===== src/rtl/blkcopy_pkg.sv =====
package blkcopy_pkg;

    localparam int unsigned AW = 16;        // address and count width
    localparam int unsigned DW = 8;         // element width
    localparam int unsigned HALF = AW / 2;  // byte lane for wrapped stepping

    typedef enum logic [2:0] {
        MODE_UP   = 3'd0,
        MODE_DOWN = 3'd1,
        MODE_MIX  = 3'd2,
        MODE_PAT  = 3'd3,
        MODE_WRAP = 3'd4
    } step_mode_e;

    typedef enum logic {
        ST_IDLE = 1'b0,
        ST_RUN  = 1'b1
    } seq_state_e;

    typedef struct packed {
        seq_state_e      st;
        step_mode_e      mode;
        logic            rep;
        logic            cont;
        logic            done;
        logic [AW-1:0]   src;
        logic [AW-1:0]   dst;
        logic [AW-1:0]   cnt;
    } seq_regs_t;

    // reserved codes fall back to the ascending mode
    function automatic step_mode_e decode_mode(input logic [2:0] code);
        case (code)
            3'd1:    return MODE_DOWN;
            3'd2:    return MODE_MIX;
            3'd3:    return MODE_PAT;
            3'd4:    return MODE_WRAP;
            default: return MODE_UP;
        endcase
    endfunction

endpackage


===== src/rtl/blkcopy_addr_step.sv =====
module blkcopy_addr_step
    import blkcopy_pkg::*;
#(
    parameter int unsigned PAT_BITS = 3
) (
    input  step_mode_e      mode_i,
    input  logic [AW-1:0]   src_i,
    input  logic [AW-1:0]   dst_i,
    input  logic [AW-1:0]   cnt_i,
    output logic [AW-1:0]   rd_addr_o,
    output logic [AW-1:0]   src_nx_o,
    output logic [AW-1:0]   dst_nx_o,
    output logic [AW-1:0]   cnt_nx_o,
    output logic            last_o
);

    logic [AW-1:0] pat_addr;
    logic [AW-1:0] one;

    assign one = AW'(1);

    generate
        if (PAT_BITS > 0) begin : g_pat
            assign pat_addr = {src_i[AW-1:PAT_BITS], dst_i[PAT_BITS-1:0]};
        end else begin : g_nopat
            assign pat_addr = src_i;
        end
    endgenerate

    always_comb begin
        rd_addr_o = src_i;
        src_nx_o  = src_i + one;
        dst_nx_o  = dst_i + one;
        cnt_nx_o  = cnt_i - one;
        case (mode_i)
            MODE_DOWN: begin
                src_nx_o = src_i - one;
                dst_nx_o = dst_i - one;
            end
            MODE_MIX: begin
                src_nx_o = src_i - one;
            end
            MODE_PAT: begin
                rd_addr_o = pat_addr;
                src_nx_o  = src_i;
            end
            MODE_WRAP: begin
                src_nx_o = {src_i[AW-1:HALF], src_i[HALF-1:0] + HALF'(1)};
                dst_nx_o = {dst_i[AW-1:HALF] + HALF'(1), dst_i[HALF-1:0]};
                cnt_nx_o = cnt_i;
            end
            default: ;
        endcase
        last_o = (cnt_nx_o == '0);
    end

endmodule


===== src/rtl/blkcopy_step_timer.sv =====
module blkcopy_step_timer #(
    parameter int unsigned COST_CONT = 21,
    parameter int unsigned COST_LAST = 16,
    localparam int unsigned COST_MAX = (COST_CONT > COST_LAST) ? COST_CONT : COST_LAST,
    localparam int unsigned PH_W     = $clog2(COST_MAX + 1)
) (
    input  logic            clk,
    input  logic            rst_n,
    input  logic            run_i,
    input  logic            cont_i,
    output logic [PH_W-1:0] phase_o,
    output logic            end_o
);

    logic [PH_W-1:0] ph_d, ph_q;
    logic [PH_W-1:0] cost;

    assign cost    = cont_i ? PH_W'(COST_CONT) : PH_W'(COST_LAST);
    assign phase_o = ph_q;

    always_comb begin
        end_o = run_i && (ph_q == cost - PH_W'(1));
        if (!run_i || end_o) ph_d = '0;
        else                 ph_d = ph_q + PH_W'(1);
    end

    always_ff @(posedge clk or negedge rst_n) begin
        if (!rst_n) ph_q <= '0;
        else        ph_q <= ph_d;
    end

    AST_PHASE_RANGE: assert property (@(posedge clk) disable iff (!rst_n)
        run_i |-> (ph_q < cost));

endmodule


===== src/rtl/blkcopy_seq.sv =====
module blkcopy_seq
    import blkcopy_pkg::*;
#(
    parameter int unsigned STEP_CONT = 21,
    parameter int unsigned STEP_LAST = 16,
    parameter int unsigned PAT_BITS  = 3,
    localparam int unsigned COST_MAX = (STEP_CONT > STEP_LAST) ? STEP_CONT : STEP_LAST,
    localparam int unsigned PH_W     = $clog2(COST_MAX + 1)
) (
    input  logic           clk,
    input  logic           rst_n,
    input  logic           start_i,
    input  logic [2:0]     mode_i,
    input  logic           repeat_i,
    input  logic [15:0]    src_i,
    input  logic [15:0]    dst_i,
    input  logic [15:0]    cnt_i,
    output logic           rd_en_o,
    output logic [15:0]    rd_addr_o,
    input  logic [7:0]     rd_data_i,
    output logic           wr_en_o,
    output logic [15:0]    wr_addr_o,
    output logic [7:0]     wr_data_o,
    output logic           busy_o,
    output logic           done_o,
    output logic [15:0]    src_o,
    output logic [15:0]    dst_o,
    output logic [15:0]    cnt_o
);

    seq_regs_t       r_d, r_q;
    logic [AW-1:0]   src_nx, dst_nx, cnt_nx, rd_addr;
    logic            last;
    logic [PH_W-1:0] phase;
    logic            step_end;
    logic            running;

    assign running = (r_q.st == ST_RUN);

    blkcopy_addr_step #(.PAT_BITS(PAT_BITS)) u_step (
        .mode_i    (r_q.mode),
        .src_i     (r_q.src),
        .dst_i     (r_q.dst),
        .cnt_i     (r_q.cnt),
        .rd_addr_o (rd_addr),
        .src_nx_o  (src_nx),
        .dst_nx_o  (dst_nx),
        .cnt_nx_o  (cnt_nx),
        .last_o    (last)
    );

    blkcopy_step_timer #(.COST_CONT(STEP_CONT), .COST_LAST(STEP_LAST)) u_timer (
        .clk     (clk),
        .rst_n   (rst_n),
        .run_i   (running),
        .cont_i  (r_q.cont),
        .phase_o (phase),
        .end_o   (step_end)
    );

    always_comb begin
        r_d       = r_q;
        r_d.done  = 1'b0;
        rd_en_o   = 1'b0;
        wr_en_o   = 1'b0;
        rd_addr_o = rd_addr;
        wr_addr_o = r_q.dst;
        wr_data_o = rd_data_i;
        case (r_q.st)
            ST_IDLE: begin
                if (start_i) begin
                    r_d.st   = ST_RUN;
                    r_d.mode = decode_mode(mode_i);
                    r_d.rep  = repeat_i;
                    r_d.cont = 1'b0;
                    r_d.src  = src_i;
                    r_d.dst  = dst_i;
                    r_d.cnt  = cnt_i;
                end
            end
            default: begin
                if (phase == '0) begin
                    rd_en_o  = 1'b1;
                    // continue/finish is decided on the count before it is decremented
                    r_d.cont = r_q.rep && (r_q.mode != MODE_WRAP) && !last;
                end
                if (phase == PH_W'(1)) begin
                    wr_en_o = 1'b1;
                    r_d.src = src_nx;
                    r_d.dst = dst_nx;
                    r_d.cnt = cnt_nx;
                end
                if (step_end && !r_q.cont) begin
                    r_d.st   = ST_IDLE;
                    r_d.done = 1'b1;
                end
            end
        endcase
    end

    always_ff @(posedge clk or negedge rst_n) begin
        if (!rst_n) begin
            r_q <= '{st: ST_IDLE, mode: MODE_UP, rep: 1'b0, cont: 1'b0,
                     done: 1'b0, src: '0, dst: '0, cnt: '0};
        end else begin
            r_q <= r_d;
        end
    end

    assign busy_o = running;
    assign done_o = r_q.done;
    assign src_o  = r_q.src;
    assign dst_o  = r_q.dst;
    assign cnt_o  = r_q.cnt;

    AST_WR_FOLLOWS_RD: assert property (@(posedge clk) disable iff (!rst_n)
        wr_en_o |-> $past(rd_en_o));
    AST_DONE_ONE_CLK: assert property (@(posedge clk) disable iff (!rst_n)
        done_o |=> !done_o);
    AST_DONE_AFTER_BUSY: assert property (@(posedge clk) disable iff (!rst_n)
        done_o |-> (!busy_o && $past(busy_o)));
    AST_START_IGNORED: assert property (@(posedge clk) disable iff (!rst_n)
        busy_o |=> ($stable(r_q.mode) && $stable(r_q.rep)));
    AST_PAT_SRC_HELD: assert property (@(posedge clk) disable iff (!rst_n)
        (busy_o && $past(busy_o) && r_q.mode == MODE_PAT) |-> $stable(src_o));
    AST_WRAP_CNT_HELD: assert property (@(posedge clk) disable iff (!rst_n)
        (busy_o && $past(busy_o) && r_q.mode == MODE_WRAP) |-> $stable(cnt_o));

endmodule


===== config.mk =====
export PLATFORM = sky130hd
export DESIGN_NAME = blkcopy_seq
export DESIGN_NICKNAME = d
export VERILOG_FILES = /design/src/rtl/blkcopy_pkg.sv /design/src/rtl/blkcopy_addr_step.sv /design/src/rtl/blkcopy_step_timer.sv /design/src/rtl/blkcopy_seq.sv
export SDC_FILE = /design/constraint.sdc
export NUM_CORES = 1
export LEC_CHECK = 0
export ABC_AREA = 1
export BUFFER_PORTS_ARGS = -buffer_cell sky130_fd_sc_hd__clkbuf_2
export CORE_ASPECT_RATIO = 0.75
export CORE_MARGIN = 2
export CORE_UTILIZATION = 49
export CTS_BUF_LIST = sky130_fd_sc_hd__clkbuf_16
export DETAILED_ROUTE_END_ITERATION = 10
export GPL_TIMING_DRIVEN = 0
export PLACE_DENSITY_LB_ADDON = 0.3
export SYNTH_ARGS = -nofsm -noshare
export SYNTH_HDL_FRONTEND = slang
export SYNTH_SLANG_ARGS = --single-unit

===== constraint.sdc =====
create_clock -name clk -period 3.1 [get_ports clk]
set_input_delay 0.62 -clock clk [delete_from_list [all_inputs] [get_ports clk]]
set_output_delay 0.62 -clock clk [all_outputs]
set_load 0.02 [all_outputs]

# == Yosys cells after proc, flatten, opt, wreduce, memory -nomap -nowiden ==
# Cells that the tools add are included.
# totals
out_inout_bits,92
in_bits,63
wordCells,75
ff_bits,60
# classes
addsub,9
n_mux,21
bitwise,1
reduce_logical,18
n_eq_ne,15
# op_table
operator,n
$mux 48,3
$pmux 16 s3,1
$sub 16x1->16 const B,3
$add 16x1->16 const B,2
$pmux 16 s2,1
$add 8x1->8 const B,2
$logic_not 16->1,1
$mux 16,1
$eq 3x2->1 const B,4
$pmux 3 s4,1
$mux 1,10
$eq 3x1->1 const B,2
$eq 3x3->1 const B,2
$mux 3,2
$mux 6,1
$reduce_and 2->1,3
$reduce_and 3->1,2
$add 5x1->5 const B,1
$eq 5x1->1 const B,1
$eq 5x5->1,1
$logic_not 5->1,1
$mux 5,1
$sub 5x1->5 const B,1
$logic_and 1x1->1,4
9 further kinds,13

# == Longest topological paths before layout ==
# Gate-level depths: netlist of run 1.
# logic_depth
ltp_word,7
ltp_mapped,16
ltp_nobuf,16

# == Hierarchy ==
# Synthesis of run 1 repeated with hierarchy kept, for this count alone.
# unflattened
cells_unflattened,1052
hier_area_um2,6543.8
# modules_own_cells
module,cells_per_inst,seq_area_each_um2,area_each_um2,instances
blkcopy_seq,477,1376.3,3367.0,1
blkcopy_addr_step,542,0.0,2904.0,1
blkcopy_step_timer,33,125.1,272.8,1

# == Least setup slack after synthesis of run 1 ==
# OpenSTA, ideal clock, no wires.
# synth_path
path_type,reg-to-reg
startpoint,register r_q[53] (netlist bit)
endpoint,"register r_q, in the netlist dst_o[10]"
path_stages_with_launch,11
t_arrival_ps,2888
synth_period_minus_slack_ps,3009
required_ps,2979
setup_ps,121
setup_slack_ps,91
n_path_buf,1
path_cell_list,dfrtp_1 > buf_4 > nor3_1 > ha_1 > o21ai_0 > o21ai_0 > nand2_1 > nand2_1 > nand2_1 > nand3_1 > a22o_1
# synth_via
elab_chain_len,4
word_cells_on_any_way,5
cone_classes,2 x eq/ne; 3 x mux
# synth_rtl
item,line,source
from (decl),blkcopy_seq.sv:31,"seq_regs_t r_d, r_q;"
from (signal assigned),blkcopy_seq.sv:103,"r_q <= '{st: ST_IDLE, mode: MODE_UP, rep: 1'b0, cont: 1'b0,"
from (signal assigned),blkcopy_seq.sv:106,r_q <= r_d;
$eq 3x3->1 / $eq 3x1->1 (equally long branches),blkcopy_addr_step.sv:35,case (mode_i)
$pmux 16 s2 (*),blkcopy_addr_step.sv:35,
$mux 48 (*),blkcopy_seq.sv:87,if (phase == PH_W'(1)) begin
$mux 48 (*),blkcopy_seq.sv:69,case (r_q.st)
# Mark *: on every way between the ends. The rest lies on a longest branch, timed or not. The select of a mux whose other input is x is not followed.
# A chain may end at the register's enable or synchronous reset.

# == Worst setup path in the final report of run 1 ==
# layout_path
startpoint,register r_q[52] (netlist bit)
endpoint,"register r_q, in the netlist src_o[15]"
# layout_via
elab_chain_len,5
word_cells_on_any_way,11
cone_classes,6 x eq/ne; 3 x mux; 2 x reduce/logical
# layout_rtl
item,line
$eq 3x2->1 / $eq 3x1->1 (equally long branches),blkcopy_addr_step.sv:35
$reduce_or 2->1 (no source line),n/a
$pmux 16 s3,blkcopy_addr_step.sv:35
$mux 48,blkcopy_seq.sv:87
$mux 48,blkcopy_seq.sv:69
# Parallel ways exist; a longest one is shown, timed or not. The select of a mux whose other input is x is not followed.

==> results.md, run 1 <==
- Residual DRC count: 0
- Drt pass-1 iters: 6
- WS Path Type: flop to flop
- Clk pwr share: 9.9%
- Tcrit/Tclk final: between 90% and 100%
- Power share of the combinational group: between 70% and 80%
- Later-pin clock latency in the skew report: 0.34 ns
- Ys Warns: 0
- Simple-Gate Fraction of Synth Area: between 20% and 30%
- Finished Core Util: 60.9%
- Adder-cell share of the synthesized area: 8.02%
- Chip width: between 100 and 150 µm
- CP startpoint kind: flop
- Crit-path slowest cell: dfrtp_1
- Std cell rows: 34
- Final Hold Vio Count: 0
- Count of cell types in the netlist: 42
- WP data arrival: roughly 3.1 ns
- Cells after synthesis: 855
- Top post-synthesis cells by count: nand2_1, nor2_1, buf_4
- Net Sw Frac: approximately 54%
- Via count: about 6,300
- Sw Pwr: 5.37 mW
- Placed cell areas: 0.00676 mm²
- #FFs+latches synth: 60
- Count leader, synth: nand2_1
- Synthesized net count: 954
- TritonCTS clock tree: yes
- Top_reg_cell synth: dfrtp_1
- Final min period: roughly 2.8 ns
- Port bufs: 146
- Status: finished clean
- Tot Pwr: 10.0 mW
- Initial Utilization: 50.2%
- Worst-path fanout max: 14
- Clk root buf: clkbuf_16
- Detailed-route vias per instance: 5.30
- Required time worst endpoint: around 3.4 ns
- Asr flop ratio synth: 100%
- Synth top area share: between 20% and 30%
- Worst path bufs/invs: 2
- Largest area contributor in the netlist: dfrtp_1
- H-Tree Depth: 3
- Clock buffer count from CTS: 9
- Worst-path clk slew: 0.06 ns
- Max incr delay on CP: 0.46 ns
- Area of the mapped netlist: 0.00581 mm²
- Num ports: 155
- Layout cells sized above 1: between 20 and 30%
- Placer Congestion: approximately 0.95
- Largest family of logic cells by synthesized area: simple AND/OR/NAND/NOR gates
- Hold_buf cts: 0
- Largest net degree at the start of global routing: 61
- ANT cells: 0
- Final setup viols: 0
- Launch point of the worst reg-to-reg path: r_q[52]$_DFFE_PN0P_
- Die area: 0.0127 mm²
- Final WL: 17.1 mm
- Cells along the critical path: inv_1, nand2_1, nand3_1, inv_1, ha_1, a21oi_1, o21ai_0, a21oi_1, nand2_1, nand2_1, nand3_1, a21oi_1
- Syn_area_per_cell: between 6 and 7 µm²
- Max Root-Sink Buffers: 2
- Final slew viol count: 0
- RSZ-0062 raised after global routing: no
- Initial antenna violation count: 0
- Synth Area in XOR/XNOR: about 2.4%
- Global-route wire length before repair: 27.5 mm
- Max-slew headroom: 40.8%
- PD cells: 1420 mW/mm²
- R2R setup slack: 0.26 ns
- Core box area: 0.0116 mm²
- Register area share after synthesis: 25.9%
- Num Clock Sinks: 60
- F_max: 0.352 GHz
- LEAKAGE: 3.79 nW
- Remaining antenna violation count: 0
- Layout area overhead: 21.4%
- EDFF count, synth: 0
- Final net count: about 1,100
- Sequential share of power: roughly 17%
- Worst-case reg-to-reg path depth: 12
- Fin area: ~0.0070 mm²
- Design internal power: 4.63 mW
- Slew @ Worst Pin: about 0.9 ns
- Clk_skew: 0.00700 ns
- Worst min path class: input pin to async pin
- Total GRT Usage: 27.1%
- Die Ht: slightly below 100 µm
- Max-Cap Viols: 0
- Delay-heaviest family, CP: compound AO/OA/AOI/OAI gates
- Vias in the first global route: 5,674
- Fraction of synthesized area in multiplexers: 0%
- Gr ovfl total: 0
- Hpwl dp: 12.9 mm
- Initial DRC count: 501
- Setup TNS Final: 0 ns
- FF-to-FF End: src_o[15]$_DFFE_PN0P_
- Setup crit end kind: flop
- Worst vdd ir: 0.561 mV
- Routed len/inst: 14.5 µm
- Synth Area in Compound Gates: 18.4%
- Post-Place Cells: 1,164
- Synth area leaders: dfrtp_1, buf_4, nand2_1, ha_1, nor2_1
- Post-route insts no fill: 1,180
## metrics by stage
| step | worst slack, ns | hold WS, ns |
|---|---|---|
| after floorplan | 0.0907 | 0.324 |
| after global placement | -0.878 | 0.514 |
| after detailed placement | 0.273 | 0.506 |
| after CTS | 0.225 | 0.465 |
| after global routing | 0.0151 | 0.508 |
| final | 0.259 | 0.436 |
## placed cells by master, fill, tap and decap left out, drive strengths merged, types with 2 or more instances in the layout
cell type and instances:
o21a 4, a21oi 75, clkinv 5, xor2 14, or2 5, a21o 4
a31oi 5, dfrtp 60, fa 2, o21bai 7, xnor2 2, nor3b 2
o21ai 67, nand3b 5, o221ai 3, nand2 172, nor2 109, buf 94
o22ai 8, a221oi 2, ha 34, nand3 63, inv 82, nor3 7
o211ai 9, nand4 7, clkbuf 164
## worst max-delay path by stage
stage | end | start | slack [ns] | cells past startpoint
2_1_floorplan | dst_o[10]$_DFFE_PN0P_ | r_q[53]$_DFFE_PN0P_ | 0.09 | 10
3_3_place_gp | dst_o[14]$_DFFE_PN0P_ | r_q[53]$_DFFE_PN0P_ | -0.88 | 12
3_5_place_dp | dst_o[14]$_DFFE_PN0P_ | r_q[53]$_DFFE_PN0P_ | 0.27 | 13
4_1_cts | dst_o[10]$_DFFE_PN0P_ | r_q[53]$_DFFE_PN0P_ | 0.22 | 11
5_1_grt | src_o[10]$_DFFE_PN0P_ | r_q[52]$_DFFE_PN0P_ | 0.02 | 16
6_report | src_o[15]$_DFFE_PN0P_ | r_q[52]$_DFFE_PN0P_ | 0.26 | 12
## logic make-up (layout without fill, tap and decap cells)
group / count (synthesis) / in the layout
AO/OA/AOI/OAI: 189 / 189
XOR/XNOR: 16 / 16
adder cells (fa/ha/maj): 36 / 36
buffers and inverters: 184 / 347
flip-flops: 60 / 60
AND/OR/NAND/NOR: 370 / 370
## power by group through the flow
stage / Combinational, mW / Sequential [mW] / Clock, mW
after floorplan: 5.61 / 1.51 / 0
after detailed placement: 7.20 / 1.66 / 0
final: 7.35 / 1.66 / 0.994
after global routing: 8.24 / 1.72 / 1.03
after CTS: 7.27 / 1.65 / 0.999
after global placement: 7.08 / 1.65 / 0
## layer usage
| layer | wire (µm) | part of all wire (%) | global-route usage (%) | vias up |
|---|---|---|---|---|
| li1 | - | - | - | 3087 |
| met5 | 0 | 0 | 0 | - |
| met2 | 7660 | 45 | 42.6 | 264 |
| met3 | 1400 | 8.2 | 4.82 | 23 |
| met4 | 232 | 1.4 | 6.04 | 0 |
| met1 | 7820 | 46 | 38.8 | 2879 |
## sequential cells by signal (all words and copies together) (netlist names)
name,count
done_o,1
r_q,5
busy_o,1
src_o,16
cnt_o,16
dst_o,16
u_timer.phase_o,5
## cell type report
type,instances,area (µm²)
buffer,102,716
clock buffer,9,225
clock inverter,7,58.8
fill,1158,4520
inverter,82,312
multi-input combinational,611,3290
sequential,60,1500
tap,162,203
timing repair buffer,147,744
## timing repair
action                     in CTS  in global routing
buffers inserted                0                  0
gates resized for setup         0                  1
setup endpoints to repair       0                  4
## worst register-to-register path, cell delays in order, from the launching register on
cell and delay (ns):
dfrtp_1 0.46, inv_1 0.10, nand2_1 0.15, nand3_1 0.20, inv_1 0.44, ha_1 0.40
a21oi_1 0.31, o21ai_0 0.17, a21oi_1 0.20, nand2_1 0.07, nand2_1 0.06, nand3_1 0.06
a21oi_1 0.16
No activity file was read; power rests on OpenSTA's default activity.
==> run 2, diff against run 1 <==
--- a/config.mk
+++ b/config.mk
@@ -5,14 +5,13 @@
 export SDC_FILE = /design/constraint.sdc
 export NUM_CORES = 1
 export LEC_CHECK = 0
-export ABC_AREA = 1
 export BUFFER_PORTS_ARGS = -buffer_cell sky130_fd_sc_hd__clkbuf_2
 export CORE_ASPECT_RATIO = 0.75
 export CORE_MARGIN = 2
-export CORE_UTILIZATION = 49
+export CORE_UTILIZATION = 48
 export CTS_BUF_LIST = sky130_fd_sc_hd__clkbuf_16
 export DETAILED_ROUTE_END_ITERATION = 10
-export GPL_TIMING_DRIVEN = 0
+export GPL_TIMING_DRIVEN = 1
 export PLACE_DENSITY_LB_ADDON = 0.3
 export SYNTH_ARGS = -nofsm -noshare
 export SYNTH_HDL_FRONTEND = slang
==> run 2 against run 1 <==
  * Total power shrank 17%
  * Utilization shrank 5.2 points
  * Synthesized area down 6.4%
  * First-iteration DRC count decreased by 6.4%
  * Design area fell by 13%
  * Non-clock buffer count down 91
  * Critical path depth fell by 1
  * Die area down 4.2%
  * Worst hold slack lost 0.11 ns
  * Sequential power is essentially flat
  * Register-to-register slack got worse by 0.14 ns
  * Count of clock-buffer cells in the layout unchanged
  * Highest routed layer unchanged
==> results.md, run 2 <==
- EDFF count, synth: 0 (unchanged)
- Place WS: 0.0677 ns (-0.205 ns)
- Via count: 5,330 (-15%)
- Die Ht: 96.2 µm (-2.1%)
- Worst-path fanout max: 6 (-8)
- Max-Cap Viols: 0 (unchanged)
- Initial Utilization: 49.5% (-0.67 points)
- Synthesized net count: 764 (-20%)
- Layout area overhead: 12.6%
- Initial antenna violation count: 0 (unchanged)
- Later-pin clock latency in the skew report: 0.33 ns (about the same)
- Final Hold Vio Count: 0 (unchanged)
- Setup WS post-layout: 0.117 ns (-0.141 ns)
- Drt pass-1 iters: 5 (-1)
- Chip width: 127 µm (-2.2%)
- Asr flop ratio synth: 100% (unchanged)
- Launch point of the worst reg-to-reg path: r_q[52]$_DFFE_PN0P_
- TritonCTS clock tree: yes
- Largest area contributor in the netlist: dfrtp_1
- Tot Pwr: 8.35 mW (-17%)
- LEAKAGE: 2.85 nW (-25%)
- Gr ovfl total: 0 (unchanged)
- Met2 WL post-DR: 6.73 mm (-12%)
- Layout cells sized above 1: 27.2% (+0.34 points)
- Final setup viols: 0 (unchanged)
- Count leader, synth: buf_4
- Final slew viol count: 0 (unchanged)
- Vias in the first global route: 4,832 (-15%)
- Top post-synthesis cells by count: buf_4, a21oi_1, dfrtp_1
- Synth top area share: 27.6% (+1.8 points)
- Area of the mapped netlist: 0.00544 mm² (-6.4%)
- WS Path Type: flop to flop
- Residual DRC count: 0 (unchanged)
- Die area: 0.0122 mm² (-4.2%)
- WP data arrival: 3.19 ns (+0.09 ns)
- Num Clock Sinks: 60 (unchanged)
- Core box area: 0.0110 mm² (-5.1%)
- CP startpoint kind: flop
- Detailed-route vias per instance: 6.13 (+16%)
- Final min period: 2.98 ns (+0.141 ns)
- Global-route wire length before repair: 25.1 mm (-8.7%)
- Top routing layer used: met4
- ANT cells: 0 (unchanged)
- Clock buffer count from CTS: 9 (unchanged)
- Std cell rows: 33 (-2.9%)
- R2R setup slack: 0.12 ns (-0.14 ns)
- H-Tree Depth: 3 (unchanged)
- Status: finished clean
- Max-slew headroom: 43.6% (+2.8 points)
- Hpwl dp: 11.4 mm (-11%)
- Port bufs: 138 (-5.5%)
- Final net count: 823 (-26%)
- Worst vdd ir: 0.635 mV (+13%)
- Cells after synthesis: 665 (-22%)
- Largest net degree at the start of global routing: 73 (+20%)
- Tcrit/Tclk final: 96.2% (+4.6 points)
- Commonest non-fill, non-tap cell in the layout: clkbuf_2
- Max Root-Sink Buffers: 2 (unchanged)
- Most frequent cells in the layout: clkbuf_2, a21oi_1, dfrtp_1
- Count of cell types in the netlist: 61 (+45%)
- Register area share after synthesis: 27.6% (+1.8 points)
- Clk root buf: clkbuf_16
- Slew @ Worst Pin: 0.842 ns (-0.0451 ns)
- Num ports: 155 (unchanged)
- PD cells: 1360 mW/mm² (-3.9%)
- F_max: 0.335 GHz (-4.7%)
- Setup crit end kind: flop
- FF-to-FF End: src_o[12]$_DFFE_PN0P_
- Worst-path clk slew: 0.05 ns (about the same)
- Post-Route M1 WL: 7.54 mm (-3.5%)
- Syn_area_per_cell: 8.18 µm² (+20%)
- Clk_skew: 0.00470 ns (-0.00230 ns)
- Top_reg_cell synth: dfrtp_1
- Initial DRC count: 469 (-6.4%)
- Critical path launch point: r_q[52]$_DFFE_PN0P_
- Ys Warns: 0 (unchanged)
- Synth area leaders: dfrtp_1, buf_4, ha_1, a21oi_1, o21ai_0
- Met3 WL: 1.30 mm (-6.7%)
- #FFs+latches synth: 60 (unchanged)
- Worst min path class: input pin to async pin
- Remaining antenna violation count: 0 (unchanged)
- Final WL: 15.9 mm (-7.1%)
- Placer Congestion: 0.943 (-0.96%)
- Required time worst endpoint: 3.30 ns (-0.05 ns)
- Routed len/inst: 18.3 µm (+26%)
- Total GRT Usage: 26.0% (-1.1 points)
- Critical Path Sink: src_o[12]$_DFFE_PN0P_
- Worst-case reg-to-reg path depth: 11 (-1)
==> run 2: area by class of cell <==
class                   count  area [µm²]
clock buffers               9         225
repair buffers            158         845
clock inverters             7         115
flip-flops and latches     60        1500
multi-input cells         481        3210
inverters                  14        52.6
well taps                 140         175
fillers                   980        4860
==> run 2: metrics by stage <==
stage	instance area (µm²)	hold slack (ns)	cells	TNS, ns	utilization (%)
after floorplan	5450	0.324	665	-0.0568	-
after CTS	6050	0.349	866	0	55.1
after global routing	6120	0.377	869	-0.0877	55.8
final	6120	0.327	869	0	55.8
after global placement	5710	0.457	850	0	52.0
after detailed placement	5710	0.462	850	0	52.0
==> run 2: worst min path at each step <==
stage / depth (start not counted) / from / slack (ns) / end
after floorplan: 0 / rst_n / 0.32 / busy_o$_DFF_PN0_
after global placement: 2 / r_q[50]$_DFFE_PN0P_ / 0.46 / r_q[50]$_DFFE_PN0P_
after detailed placement: 2 / r_q[50]$_DFFE_PN0P_ / 0.46 / r_q[50]$_DFFE_PN0P_
after CTS: 1 / rst_n / 0.35 / cnt_o[15]$_DFFE_PN0P_
after global routing: 1 / rst_n / 0.38 / cnt_o[8]$_DFFE_PN0P_
final: 1 / rst_n / 0.33 / cnt_o[8]$_DFFE_PN0P_
==> run 2: per-layer routing <==
metal / global-route usage (%) / vias to the layer above
met3: 5.34 / 32
met1: 38.2 / 2546
met2: 39.1 / 276
met4: 6.68 / 0
met5: 0 / -
li1: - / 2476
==> run 2: worst max-delay path, stage by stage (launching register included) <==
cell	delay, ns
dfrtp_1	0.46
xnor2_1	0.17
nor2_2	0.24
buf_4	0.16
ha_1	0.26
nor2b_1	0.18
o31a_1	0.29
o32ai_1	0.43
o221ai_1	0.22
a21oi_1	0.22
xor2_1	0.15
o21ai_0	0.08
==> run 2: cell families after synthesis <==
group / Yosys count / synth area share, %
flops: 60 / 27.6
xor+xnor: 36 / 5.80
buf+inv: 124 / 14.5
compound gates: 210 / 24.0
fa+ha+maj: 36 / 8.56
simple gates: 191 / 18.0
mux: 8 / 1.52
==> run 2: report_power, final <==
group	total [mW]	switching, mW	leakage (nW)	internal [mW]
clock network	1.16	0.379	0.163	0.782
logic	5.50	3.27	1.95	2.23
registers	1.69	0.576	0.739	1.12
==> run 2: what timing repair did <==
action,CTS,global route
hold buffers,0,0
gates resized for setup,0,11
setup buffers,0,3
endpoints found under the setup margin,0,4
==> run 3, diff against run 2 <==
--- a/config.mk
+++ b/config.mk
@@ -7,9 +7,8 @@
 export LEC_CHECK = 0
 export BUFFER_PORTS_ARGS = -buffer_cell sky130_fd_sc_hd__clkbuf_2
 export CORE_ASPECT_RATIO = 0.75
-export CORE_MARGIN = 2
+export CORE_MARGIN = 1.5
 export CORE_UTILIZATION = 48
-export CTS_BUF_LIST = sky130_fd_sc_hd__clkbuf_16
 export DETAILED_ROUTE_END_ITERATION = 10
 export GPL_TIMING_DRIVEN = 1
 export PLACE_DENSITY_LB_ADDON = 0.3
==> run 3 against run 2 <==
  * The flow now finishes with violations (DRC)
  * Clock power barely moved
  * Largest power group unchanged
  * Cell count rose by 0.35%
  * Critical path depth did not move
  * Sequential cell count did not move
  * Worst hold slack improved by 0.036 ns
  * Combinational power barely moved
  * Via count fell by 1.5%
==> results.md, run 3 (same netlist as run 2, synthesis figures left out) <==
- Routed len/inst: 17.7 µm (-3.2%)
- Final slew viol count: 0 (unchanged)
- Detailed-route vias per instance: 6.02 (-1.9%)
- Num ports: 155 (unchanged)
- Initial Utilization: 49.5% (unchanged)
- ANT cells: 0 (unchanged)
- Worst-path fanout max: 6 (unchanged)
- Tot Pwr: 8.34 mW (about the same)
- WP data arrival: 3.31 ns (+0.12 ns)
- Sw Pwr: 4.18 mW (-0.91%)
- Worst vdd ir: 0.571 mV (-10%)
- Hpwl dp: 11.3 mm (-1.5%)
- Post-Route M1 WL: 7.56 mm (+0.24%)
- Max Root-Sink Buffers: 2 (unchanged)
- Slew @ Worst Pin: 0.808 ns (-0.0344 ns)
- Layout area overhead: 13.2%
- Worst min path class: input pin to async pin
- Delay-heaviest family, CP: compound AO/OA/AOI/OAI gates
- Cell with the most instances on the worst path: xnor2_1
- Max incr delay on CP: 0.47 ns (about the same)
- Layout cells sized above 1: 27.3% (+0.16 points)
- FF-to-FF End: src_o[15]$_DFFE_PN0P_
- Clk pwr share: 14.2% (+0.3 points)
- Failing checks: DRC
- Chip width: 126 µm (-0.79%)
- Max-Cap Viols: 0 (unchanged)
- Total GRT Usage: 26.0% (about the same)
- Clk root buf: clkbuf_16
- Die area: 0.0120 mm² (-1.8%)
- Net Sw Frac: 50.1% (-0.43 points)
- Hold_buf cts: 0 (unchanged)
- Final min period: 3.03 ns (+0.0506 ns)
- Power share of the combinational group: 65.6% (-0.2 points)
- LEAKAGE: 2.87 nW (+0.64%)
- Max-slew headroom: 46.1% (+2.5 points)
- Std cell rows: 33 (unchanged)
- Met3 WL: 1.25 mm (-4.3%)
- Final Hold Vio Count: 0 (unchanged)
- Launch point of the worst reg-to-reg path: r_q[52]$_DFFE_PN0P_
- Port bufs: 138 (unchanged)
- WS Path Type: flop to flop
- Initial DRC count: 508 (+8.3%)
- Hold slack: 0.363 ns (+0.0357 ns)
- Commonest non-fill, non-tap cell in the layout: clkbuf_2
- PD cells: 1360 mW/mm² (-0.55%)
- Final net count: 826 (+0.36%)
- Final WL: 15.4 mm (-2.8%)
- Worst path bufs/invs: 1 (unchanged)
- F_max: 0.330 GHz (-1.7%)
- Worst-path clk slew: 0.06 ns (about the same)
- CP startpoint kind: flop
- Vias in the first global route: 4,717 (-2.4%)
- Clock buffer count from CTS: 9 (unchanged)
- Most frequent cells in the layout: clkbuf_2, a21oi_1, dfrtp_1
- Sequential share of power: 20.2% (about the same)
- Crit-path slowest cell: dfrtp_1
- H-Tree Depth: 3 (unchanged)
- Drt pass-1 iters: 10 (+5)
- Residual DRC count: 8 (+8)
- Num Clock Sinks: 60 (unchanged)
- Via count: 5,249 (-1.5%)
- TritonCTS clock tree: yes
- Later-pin clock latency in the skew report: 0.34 ns (about the same)
- Worst-case reg-to-reg path depth: 11 (unchanged)
- Core box area: 0.0110 mm² (unchanged)
- Required time worst endpoint: 3.37 ns (+0.07 ns)
- Final setup viols: 0 (unchanged)
- Global-route wire length before repair: 24.5 mm (-2.6%)
- Tcrit/Tclk final: 97.9% (+1.6 points)
- Clk_skew: 0.00641 ns (+0.00171 ns)
- Cells along the critical path: xnor2_1, nor2_2, buf_4, ha_1, a211oi_1, o21ai_1, o311ai_2, o211ai_1, xnor2_1, or4_1, nand3_1
- Die Ht: 95.2 µm (-1.0%)
- Remaining antenna violation count: 0 (unchanged)
- Gr ovfl total: 0 (unchanged)
- Initial antenna violation count: 0 (unchanged)
- Placer Congestion: 0.965 (+2.4%)
- Design internal power: 4.16 mW (+0.81%)
- R2R setup slack: 0.07 ns (-0.05 ns)
- Stages on the worst setup path: 11 (unchanged)
- Largest net degree at the start of global routing: 39 (-47%)
- Top routing layer used: met4
- Setup crit end kind: flop
- Status: complete, but fails checks
- Met2 WL post-DR: 6.39 mm (-5.2%)
[run 3: cell type report]
| class | instances | area [µm²] |
|---|---|---|
| Inverter | 14 | 52.6 |
| Clock inverter | 6 | 111 |
| Sequential cell | 60 | 1500 |
| Fill cell | 1047 | 4830 |
| Multi-Input combinational cell | 481 | 3190 |
| Timing Repair Buffer | 161 | 880 |
| Clock buffer | 10 | 239 |
| Tap cell | 140 | 175 |
[run 3: timing repair]
action	CTS	global route
endpoints found under the setup margin	1	4
pin swaps	0	2
resized for setup	1	7
buffers inserted	0	4
[run 3: power groups by stage]
stage	registers, mW	clock network, mW	logic (mW)
floorplan	1.50	0	4.53
global placement	1.66	0	5.12
detailed placement	1.68	0	5.23
CTS	1.67	1.20	5.28
global route	1.75	1.23	5.99
finish	1.69	1.18	5.47
[run 3: worst max-delay path by stage]
stage,slack [ns],start,to
after detailed placement,-0.02,r_q[52]$_DFFE_PN0P_,dst_o[14]$_DFFE_PN0P_
after global placement,0.16,r_q[52]$_DFFE_PN0P_,dst_o[14]$_DFFE_PN0P_
after floorplan,-0.06,r_q[52]$_DFFE_PN0P_,dst_o[14]$_DFFE_PN0P_
after global routing,-0.10,r_q[52]$_DFFE_PN0P_,src_o[15]$_DFFE_PN0P_
final,0.07,r_q[52]$_DFFE_PN0P_,src_o[15]$_DFFE_PN0P_
after CTS,0.01,r_q[52]$_DFFE_PN0P_,src_o[15]$_DFFE_PN0P_
[run 3: per-stage QoR]
step	std cells	setup slack, ns	util [%]	cell area [µm²]	setup TNS [ns]
after global placement	852	0.160	52.2	5740	0
after global routing	872	-0.103	56.0	6150	-0.189
after detailed placement	852	-0.0181	52.2	5740	-0.0181
after floorplan	665	-0.0568	-	5450	-0.0568
after CTS	868	0.0113	55.5	6090	0
final	872	0.0666	56.0	6150	0
[run 3: layer usage]
layer | track usage [%] | vias up
li1 | - | 2503
met1 | 38.6 | 2478
met2 | 37.7 | 243
met3 | 6.12 | 25
met4 | 7.28 | 0
met5 | 0 | -
